$ cat src/rtl/gpio_bank_pkg.sv
package gpio_bank_pkg;
  localparam int LANES      = 8;
  localparam int HOLE_LO    = 'h90;
  localparam int HOLE_HI    = 'h9F;
  localparam int HOLE_SKIP  = 'h10;
  localparam int DIR_OFS    = 'h4;

  // bank register base, stepping over the interrupt window
  function automatic int bank_base(input int b);
    int base;
    base = (b + 1) * 8;
    if (base >= HOLE_LO) base = base + HOLE_SKIP;
    return base;
  endfunction
endpackage

$ cat src/rtl/gpio_sync.sv
module gpio_sync #(
  parameter int W = 8
) (
  input  logic         clk_i,
  input  logic         rst_ni,
  input  logic [W-1:0] d_i,
  output logic [W-1:0] q_o
);
  logic [W-1:0] s1_q, s2_q;

  always_ff @(posedge clk_i or negedge rst_ni) begin
    if (!rst_ni) begin
      s1_q <= '0;
      s2_q <= '0;
    end else begin
      s1_q <= d_i;
      s2_q <= s1_q;
    end
  end

  assign q_o = s2_q;
endmodule

$ cat src/rtl/gpio_addr_dec.sv
module gpio_addr_dec
  import gpio_bank_pkg::*;
#(
  parameter int NUM_BANKS = 20,
  parameter int ADDR_W    = 8
) (
  input  logic [ADDR_W-1:0]    addr_i,
  output logic [NUM_BANKS-1:0] hit_data_o,
  output logic [NUM_BANKS-1:0] hit_dir_o
);
  for (genvar b = 0; b < NUM_BANKS; b++) begin : g_bank
    localparam int BASE = bank_base(b);
    assign hit_data_o[b] = (addr_i == ADDR_W'(BASE));
    assign hit_dir_o[b]  = (addr_i == ADDR_W'(BASE + DIR_OFS));
  end
endmodule

$ cat src/rtl/gpio_bank.sv
module gpio_bank #(
  parameter int LW = 8
) (
  input  logic          clk_i,
  input  logic          rst_ni,
  input  logic          wr_data_i,
  input  logic          wr_dir_i,
  input  logic [LW-1:0] wdata_i,
  input  logic [LW-1:0] sync_in_i,
  output logic [LW-1:0] data_q_o,
  output logic [LW-1:0] dir_q_o,
  output logic [LW-1:0] rd_data_o
);
  always_ff @(posedge clk_i or negedge rst_ni) begin
    if (!rst_ni) begin
      data_q_o <= '0;
      dir_q_o  <= '1;  // all inputs
    end else begin
      if (wr_data_i) data_q_o <= wdata_i;
      if (wr_dir_i)  dir_q_o  <= wdata_i;
    end
  end

  // inputs report the pin, outputs report the driven value
  for (genvar i = 0; i < LW; i++) begin : g_bit
    assign rd_data_o[i] = dir_q_o[i] ? sync_in_i[i] : data_q_o[i];
  end
endmodule

$ cat src/rtl/gpio_bank_regs.sv
module gpio_bank_regs
  import gpio_bank_pkg::*;
#(
  parameter int NUM_BANKS = 20,
  parameter int ADDR_W    = 8,
  localparam int NPINS    = NUM_BANKS * LANES
) (
  input  logic              clk_i,
  input  logic              rst_ni,
  input  logic              req_i,
  input  logic              we_i,
  input  logic [ADDR_W-1:0] addr_i,
  input  logic [31:0]       wdata_i,
  input  logic [3:0]        be_i,
  output logic [31:0]       rdata_o,
  input  logic [NPINS-1:0]  pin_in_i,
  output logic [NPINS-1:0]  pin_out_o,
  output logic [NPINS-1:0]  pin_oe_o
);
  logic [NUM_BANKS-1:0] hit_data, hit_dir;
  logic [NPINS-1:0]     sync_in, data_q, dir_q, bank_rd;
  logic                 wr_ok, rd_ok;
  logic [LANES-1:0]     rd_mux;
  logic                 unused_bits;

  assign unused_bits = ^{wdata_i[31:LANES], be_i[3:1]};
  assign wr_ok = req_i & we_i & be_i[0];
  assign rd_ok = req_i & ~we_i;

  gpio_addr_dec #(.NUM_BANKS(NUM_BANKS), .ADDR_W(ADDR_W)) i_dec (
    .addr_i    (addr_i),
    .hit_data_o(hit_data),
    .hit_dir_o (hit_dir)
  );

  gpio_sync #(.W(NPINS)) i_sync (
    .clk_i (clk_i),
    .rst_ni(rst_ni),
    .d_i   (pin_in_i),
    .q_o   (sync_in)
  );

  for (genvar b = 0; b < NUM_BANKS; b++) begin : g_bank
    gpio_bank #(.LW(LANES)) i_bank (
      .clk_i    (clk_i),
      .rst_ni   (rst_ni),
      .wr_data_i(wr_ok & hit_data[b]),
      .wr_dir_i (wr_ok & hit_dir[b]),
      .wdata_i  (wdata_i[LANES-1:0]),
      .sync_in_i(sync_in[b*LANES +: LANES]),
      .data_q_o (data_q[b*LANES +: LANES]),
      .dir_q_o  (dir_q[b*LANES +: LANES]),
      .rd_data_o(bank_rd[b*LANES +: LANES])
    );
  end

  always_comb begin
    rd_mux = '0;
    for (int b = 0; b < NUM_BANKS; b++) begin
      if (hit_data[b]) rd_mux = rd_mux | bank_rd[b*LANES +: LANES];
      if (hit_dir[b])  rd_mux = rd_mux | dir_q[b*LANES +: LANES];
    end
  end

  always_ff @(posedge clk_i or negedge rst_ni) begin
    if (!rst_ni)    rdata_o <= '0;
    else if (rd_ok) rdata_o <= {{(32-LANES){1'b0}}, rd_mux};
  end

  assign pin_out_o = data_q;
  assign pin_oe_o  = ~dir_q;
endmodule

$ cat config.mk
export PLATFORM = sky130hd
export DESIGN_NAME = gpio_bank_regs
export DESIGN_NICKNAME = d
export VERILOG_FILES = /design/src/rtl/gpio_bank_pkg.sv /design/src/rtl/gpio_sync.sv /design/src/rtl/gpio_addr_dec.sv /design/src/rtl/gpio_bank.sv /design/src/rtl/gpio_bank_regs.sv
export SDC_FILE = /design/constraint.sdc
export NUM_CORES = 1
export LEC_CHECK = 0
export CAP_MARGIN = 10
export CORE_MARGIN = 3
export CORE_UTILIZATION = 50
export CTS_CLUSTER_SIZE = 25
export DETAILED_ROUTE_END_ITERATION = 8
export GPL_TIMING_DRIVEN = 0
export PLACE_DENSITY = 0.79
export SLEW_MARGIN = 20
export SYNTH_ARGS = -nofsm -noshare
export SYNTH_HDL_FRONTEND = slang
export SYNTH_SLANG_ARGS = --single-unit
$ cat constraint.sdc
create_clock -name clk_i -period 3.38 [get_ports clk_i]
set_input_delay 0.507 -clock clk_i [delete_from_list [all_inputs] [get_ports clk_i]]
set_output_delay 0.507 -clock clk_i [all_outputs]
set_load 0.005 [all_outputs]
== Yosys cells after proc, flatten, opt, wreduce, memory -nomap -nowiden ==
Index checks and enable logic that the tools add are counted.

* Flip-flop bits (word level): 648
* Input port bits: 208

* Equality and inequality tests: 40
* Mux-type cells: 200
* Bitwise gates (word level): 84

{| class="wikitable"
|+ Operators with widths
! operator !! number
|-
| 2-to-1 mux 8 bit || 40
|-
| bitwise OR 8 bit || 39
|-
| 2-to-1 mux 1 bit || 160
|-
| NOT 160 bit || 1
|-
| == test 8 x 7 -> 1 bit (second input constant) || 16
|-
| == test 8 bit (second input constant) || 10
|-
| == test 8 x 6 -> 1 bit (second input constant) || 8
|-
| AND 1 bit || 43
|-
| == test 8 x 5 -> 1 bit (second input constant) || 4
|-
| == test 8 x 4 -> 1 bit (second input constant) || 2
|-
| NOT 1 bit || 1
|}

== Depth between registers and ports, before layout ==
Gate-level depths: netlist of run 1.

* Depth after elaboration: 80
* Gate-level depth with buffers: 11

== Cells and area by module ==
A second synthesis of run 1 with hierarchy kept.

* Cells, all modules: 1721
* Area total of the unflattened synthesis: 26689.3 µm²

{| class="wikitable"
|+ By module, submodules not included
! module !! instances !! cells each !! area each (µm²) !! sequential area each (µm²)
|-
| gpio_bank || 20 || 42 || 763.2 || 410.4
|-
| gpio_sync || 1 || 320 || 8007.7 || 8007.7
|-
| gpio_bank_regs || 1 || 498 || 3066.7 || 200.2
|-
| gpio_addr_dec || 1 || 63 || 350.3 || 0.0
|}

== Least setup slack after synthesis of run 1 ==
No wires, ideal clock.

* Path kind: input-to-reg
* From: in addr_i[3]
* To: reg rdata_o[5]
* Setup time: 0.126 ns
* Arrival time: 2.056 ns
* Setup slack: 1.198 ns
* Stages on the path: 8
* Path buffers: 2
* Cell sequence: buf_2 buf_4 mux2i_1 nor2_1 o211ai_1 nand2_1 or4_1 o32a_1

* Longest elaborated chain between the ends: 80
* Elaborated cells between the ends (all ways): 119

{| class="wikitable"
|+ Ends and longest elaborated chain
! what !! line !! RTL
|-
| start, declared || gpio_bank_regs.sv:12 || <nowiki>input logic [ADDR_W-1:0] addr_i,</nowiki>
|-
| == test 8 x 4 -> 1 bit || gpio_addr_dec.sv:13 || <nowiki>assign hit_data_o[b] = (addr_i == ADDR_W'(BASE));</nowiki>
|-
| 2-to-1 mux 8 bit || gpio_bank_regs.sv:60 || <nowiki>if (hit_data[b]) rd_mux = rd_mux | bank_rd[b*LANES +: LANES];</nowiki>
|-
| bitwise OR 8 bit || gpio_bank_regs.sv:61 || <nowiki>if (hit_dir[b]) rd_mux = rd_mux | dir_q[b*LANES +: LANES];</nowiki>
|-
| 2-to-1 mux 8 bit || gpio_bank_regs.sv:61 ||
|-
| bitwise OR 8 bit || gpio_bank_regs.sv:60 ||
|-
| 2-to-1 mux 8 bit || gpio_bank_regs.sv:60 ||
|-
| bitwise OR 8 bit || gpio_bank_regs.sv:61 ||
|-
| 2-to-1 mux 8 bit || gpio_bank_regs.sv:61 ||
|-
| [... 64 more ...] || -- ||
|-
| bitwise OR 8 bit || gpio_bank_regs.sv:60 ||
|-
| 2-to-1 mux 8 bit || gpio_bank_regs.sv:60 ||
|-
| bitwise OR 8 bit || gpio_bank_regs.sv:61 ||
|-
| 2-to-1 mux 8 bit || gpio_bank_regs.sv:61 ||
|-
| bitwise OR 8 bit || gpio_bank_regs.sv:60 ||
|-
| 2-to-1 mux 8 bit || gpio_bank_regs.sv:60 ||
|-
| bitwise OR 8 bit || gpio_bank_regs.sv:61 ||
|-
| 2-to-1 mux 8 bit * || gpio_bank_regs.sv:61 ||
|-
| end signal, assigned || gpio_bank_regs.sv:67 || <nowiki>else if (rd_ok) rdata_o <= {{(32-LANES){1'b0}}, rd_mux};</nowiki>
|-
| end, declared || gpio_bank_regs.sv:15 || <nowiki>output logic [31:0] rdata_o,</nowiki>
|}

Every way passes the cells marked *; elsewhere a longest branch is shown, timed or not.
A chain may end at the register's enable or synchronous reset.

== Final worst setup path of run 1 ==
* From: in addr_i[1]
* To: reg rdata_o[1]

The elaborated chain is that of the path after synthesis.

==> results of run 1 <==
==> registers in the layout, indices dropped and copies added, names as in the netlist <==
signal	flops
g_bank.i_bank.data_q_o	160
g_bank.i_bank.dir_q_o	160
i_sync.q_o	160
i_sync.s1_q	160
rdata_o	8
==> final timing paths <==
path,from,end,slack (ns),cells after the start
max reg2reg,g_bank[13].i_bank.dir_q_o[2]$_DFFE_PN1P_,rdata_o[2]$_DFFE_PN0P_,0.62,6
min,pin_in_i[127],i_sync.s1_q[127]$_DFF_PN0_,0.32,1
max,addr_i[1],rdata_o[1]$_DFFE_PN0P_,0.02,10
max in group asynchronous,rst_ni,g_bank[1].i_bank.dir_q_o[6]$_DFFE_PN1P_,1.53,4
min in group asynchronous,rst_ni,i_sync.q_o[106]$_DFF_PN0_,0.44,2
min reg2reg,i_sync.s1_q[25]$_DFF_PN0_,i_sync.q_o[25]$_DFF_PN0_,0.34,0
==> per-stage QoR <==
stage	utilization (%)	hold WS (ns)	TNS [ns]	worst slack, ns
floorplan	-	0.211	0	1.20
global placement	62.7	0.334	-	-25.55
detailed placement	63.1	0.335	-19.26	-0.533
CTS	67.5	0.306	0	0.0886
global route	67.5	0.314	0	0.0277
finish	67.6	0.316	0	0.0157
==> timing repair <==
item                                    CTS  global route
resized for setup                         0             3
hold buffers                              1             0
endpoints found under the hold margin    50             0
endpoints found under the setup margin    0            10
==> report_power, final <==
part | internal, mW | switching, mW | total (mW) | leakage (nW)
Clock | 4.24 | 3.18 | 7.42 | 1.08
Sequential | 8.09 | 0.200 | 8.29 | 7.73
Combinational | 0.588 | 0.845 | 1.43 | 6.99
==> routing by layer <==
metal | vias to the layer above | global-route usage [%] | share of wire, %
li1 | 8341 | - | -
met1 | 10600 | 54.9 | 37
met2 | 1623 | 64.5 | 45
met3 | 386 | 13.1 | 12
met4 | 8 | 21.2 | 6.2
met5 | - | 0 | 0.040
==> cell usage after synthesis, types with 9 or more instances <==
| master | number | share of area, % |
|---|---|---|
| nor2_4 | 23 | 1.0 |
| buf_4 | 42 | 1.2 |
| nand3_1 | 37 | 0.72 |
| dfstp_2 | 160 | 16 |
| nor2_2 | 10 | 0.24 |
| and3_1 | 11 | 0.27 |
| buf_2 | 32 | 0.62 |
| a31oi_1 | 20 | 0.49 |
| buf_6 | 14 | 0.61 |
| nor3_1 | 16 | 0.31 |
| a21oi_1 | 32 | 0.62 |
| o21ai_0 | 229 | 4.5 |
| nand4_1 | 10 | 0.24 |
| nor2_1 | 42 | 0.61 |
| a22oi_1 | 12 | 0.35 |
| o211ai_1 | 12 | 0.35 |
| mux2i_1 | 99 | 3.9 |
| dfrtp_1 | 488 | 48 |
| clkbuf_1 | 52 | 0.76 |
| mux2_2 | 167 | 7.3 |
| o22ai_1 | 50 | 1.2 |
| inv_1 | 164 | 2.4 |
| nand2b_1 | 9 | 0.22 |
| a32oi_1 | 9 | 0.31 |
| a211oi_1 | 9 | 0.26 |
| nand2_1 | 191 | 2.8 |
| o31ai_1 | 9 | 0.26 |
==> cells by family after synthesis <==
logic type | Yosys count | synth area share (%)
flip-flops | 648 | 64.0
AO/OA/AOI/OAI | 432 | 10.1
AND/OR/NAND/NOR | 411 | 8.82
buffers and inverters | 306 | 5.66
multiplexers | 272 | 11.5
other | 1 | 0.0146
==> area by class of cell <==
cell class / count / share of cell area [%]
Antenna cell: 3 / 0.0221
Buffer: 140 / 2.43
Clock buffer: 103 / 5.83
Clock inverter: 22 / 0.607
Inverter: 166 / 1.83
Multi-Input combinational cell: 1139 / 23.3
Sequential cell: 648 / 48.2
Tap cell: 672 / 2.47
Timing Repair Buffer: 508 / 15.3
==> flow_summary_export.csv, run 1 <==
group,metric,value,unit
final_layout,layout_common_cells,"497 x clkdlybuf4s50_1, 488 x dfrtp_1, 229 x o21ai_0, 191 x nand2_1, 167 x mux2_2",
detailed_routing,routed_wl,116000,µm
worst_setup_path,start_kind,"input pin",
yosys,netlist_area,0.0257,mm²
die,initial_core_util,50.9,%
clock_network,clkSinkCount,648,
die,die_w,233,µm
clock_network,postCtsSetupBuffers,0,
detailed_routing,drtIter0Drc,2468,
yosys,avgSynthCellArea,12.4,µm²
outcome,status,"complete, no violations",
detailed_routing,drt.antenna.violating_nets,0,
clock_network,cts_max_path_buffers,3,
detailed_routing,drc,0,
final_layout,fin_cells,3401,
timing,finClkSkew,0.0227,ns
die,die-height,233,µm
final_layout,fillers,3627,
power_and_ir_drop,peakVddDrop,0.426,mV
yosys,synth-async-reset-ratio,100,%
yosys,ys_warn_count,0,
power_and_ir_drop,power.density,504,mW/mm²
timing,setup_violations,0,
timing,finalCritPeriodShare,99.5,%
timing,fin_crit,3.36,ns
clock_network,cts_tree,"done",
yosys,synth.distinct_cells,82,
final_layout,register_area,0.0164,mm²
flow_run,drv_cap,0,
yosys,synthFlopType,"dfrtp_1",
timing,fmax,0.297,GHz
global_route,grt_pass1_wl,157000,µm
worst_setup_path,critPathBufInv,4,
detailed_routing,wl_per_cell,34.2,µm
detailed_routing,vias,21000,
timing,rsz0062_at_grt,"false",
timing,tightest_slew,1.21,ns
worst_setup_path,crit_type,"in2reg",
detailed_routing,drtPass1Iterations,6,
placed_design,placed_area,0.0318,mm²
placed_design,gp_congestion,1.01,
final_layout,nNetsFinal,2879,
clock_network,clk_pin_slew,0.07,ns
worst_setup_path,cp.required,3.82,ns
yosys,synth.yosys.seq_area_share,64.0,%
worst_setup_path,worstPathArrival,3.80,ns
timing,slew-limit-headroom,18.8,%
die,ios,560,
die,die_area,0.0541,mm²
placed_design,portBuffers,498,
worst_setup_path,max_stage_delay,0.77,ns
power_and_ir_drop,power_leakage,15.8,nW
global_route,grtUsageTotal,42.3,%
final_layout,multi_input_area,0.00793,mm²
worst_setup_path,critPathTopFamily,"buffers and inverters",
global_route,grt_pass1_vias,20600,
power_and_ir_drop,finalPower,17.1,mW
yosys,synth-seq-cells,648,
worst_setup_path,cpMostUsedCell,"buf_2",
yosys,syn_inst,2070,
timing,slew_viol_final,0,
yosys,synth_edf_count,0,
clock_network,clk_latency,0.62,ns
final_layout,area.growth.synth_to_final,32.6,%
die,coreArea,0.0504,mm²
global_route,grt_overflow,0,
worst_setup_path,endpoint_kind,"flop",
worst_setup_path,path_cells,"clkdlybuf4s50_1 > buf_4 > or4b_1 > buf_2 > buf_2 > o2bb2ai_1 > nand2_1 > o2111ai_1 > nor4_1 > a41oi_1",
placed_design,dp_hpwl,87400,µm
worst_setup_path,path_max_fanout,10,
clock_network,cts_buffers,68,
final_layout,drive_above_1_share,21.7,%
final_layout,design_area,0.0340,mm²
worst_setup_path,worst_path_max_delay_cell,"nor4_1",
hold_path,hp-class,"in2reg",
global_route,antenna_found_initial,7,
placed_design,placed_cells,3272,
clock_network,htreeDepth,3,
clock_network,cts_root_buffer,"clkbuf_16",
global_route,grt_max_degree,112,
detailed_routing,via_per_inst,6.17,
die,num_rows,82,
final_layout,mostFrequentLayoutCell,"clkdlybuf4s50_1",
timing,hold_viol,0,
No activity file was read; power rests on OpenSTA's default activity.
==> run 2: changes to the inputs <==
--- a/config.mk
+++ b/config.mk
@@ -5,6 +5,7 @@
 export SDC_FILE = /design/constraint.sdc
 export NUM_CORES = 1
 export LEC_CHECK = 0
+export ABC_CLOCK_PERIOD_IN_PS = 3380
 export CAP_MARGIN = 10
 export CORE_MARGIN = 3
 export CORE_UTILIZATION = 50
==> results of run 2 <==
Final layout, timing and power as in run 1 (identical DEF).
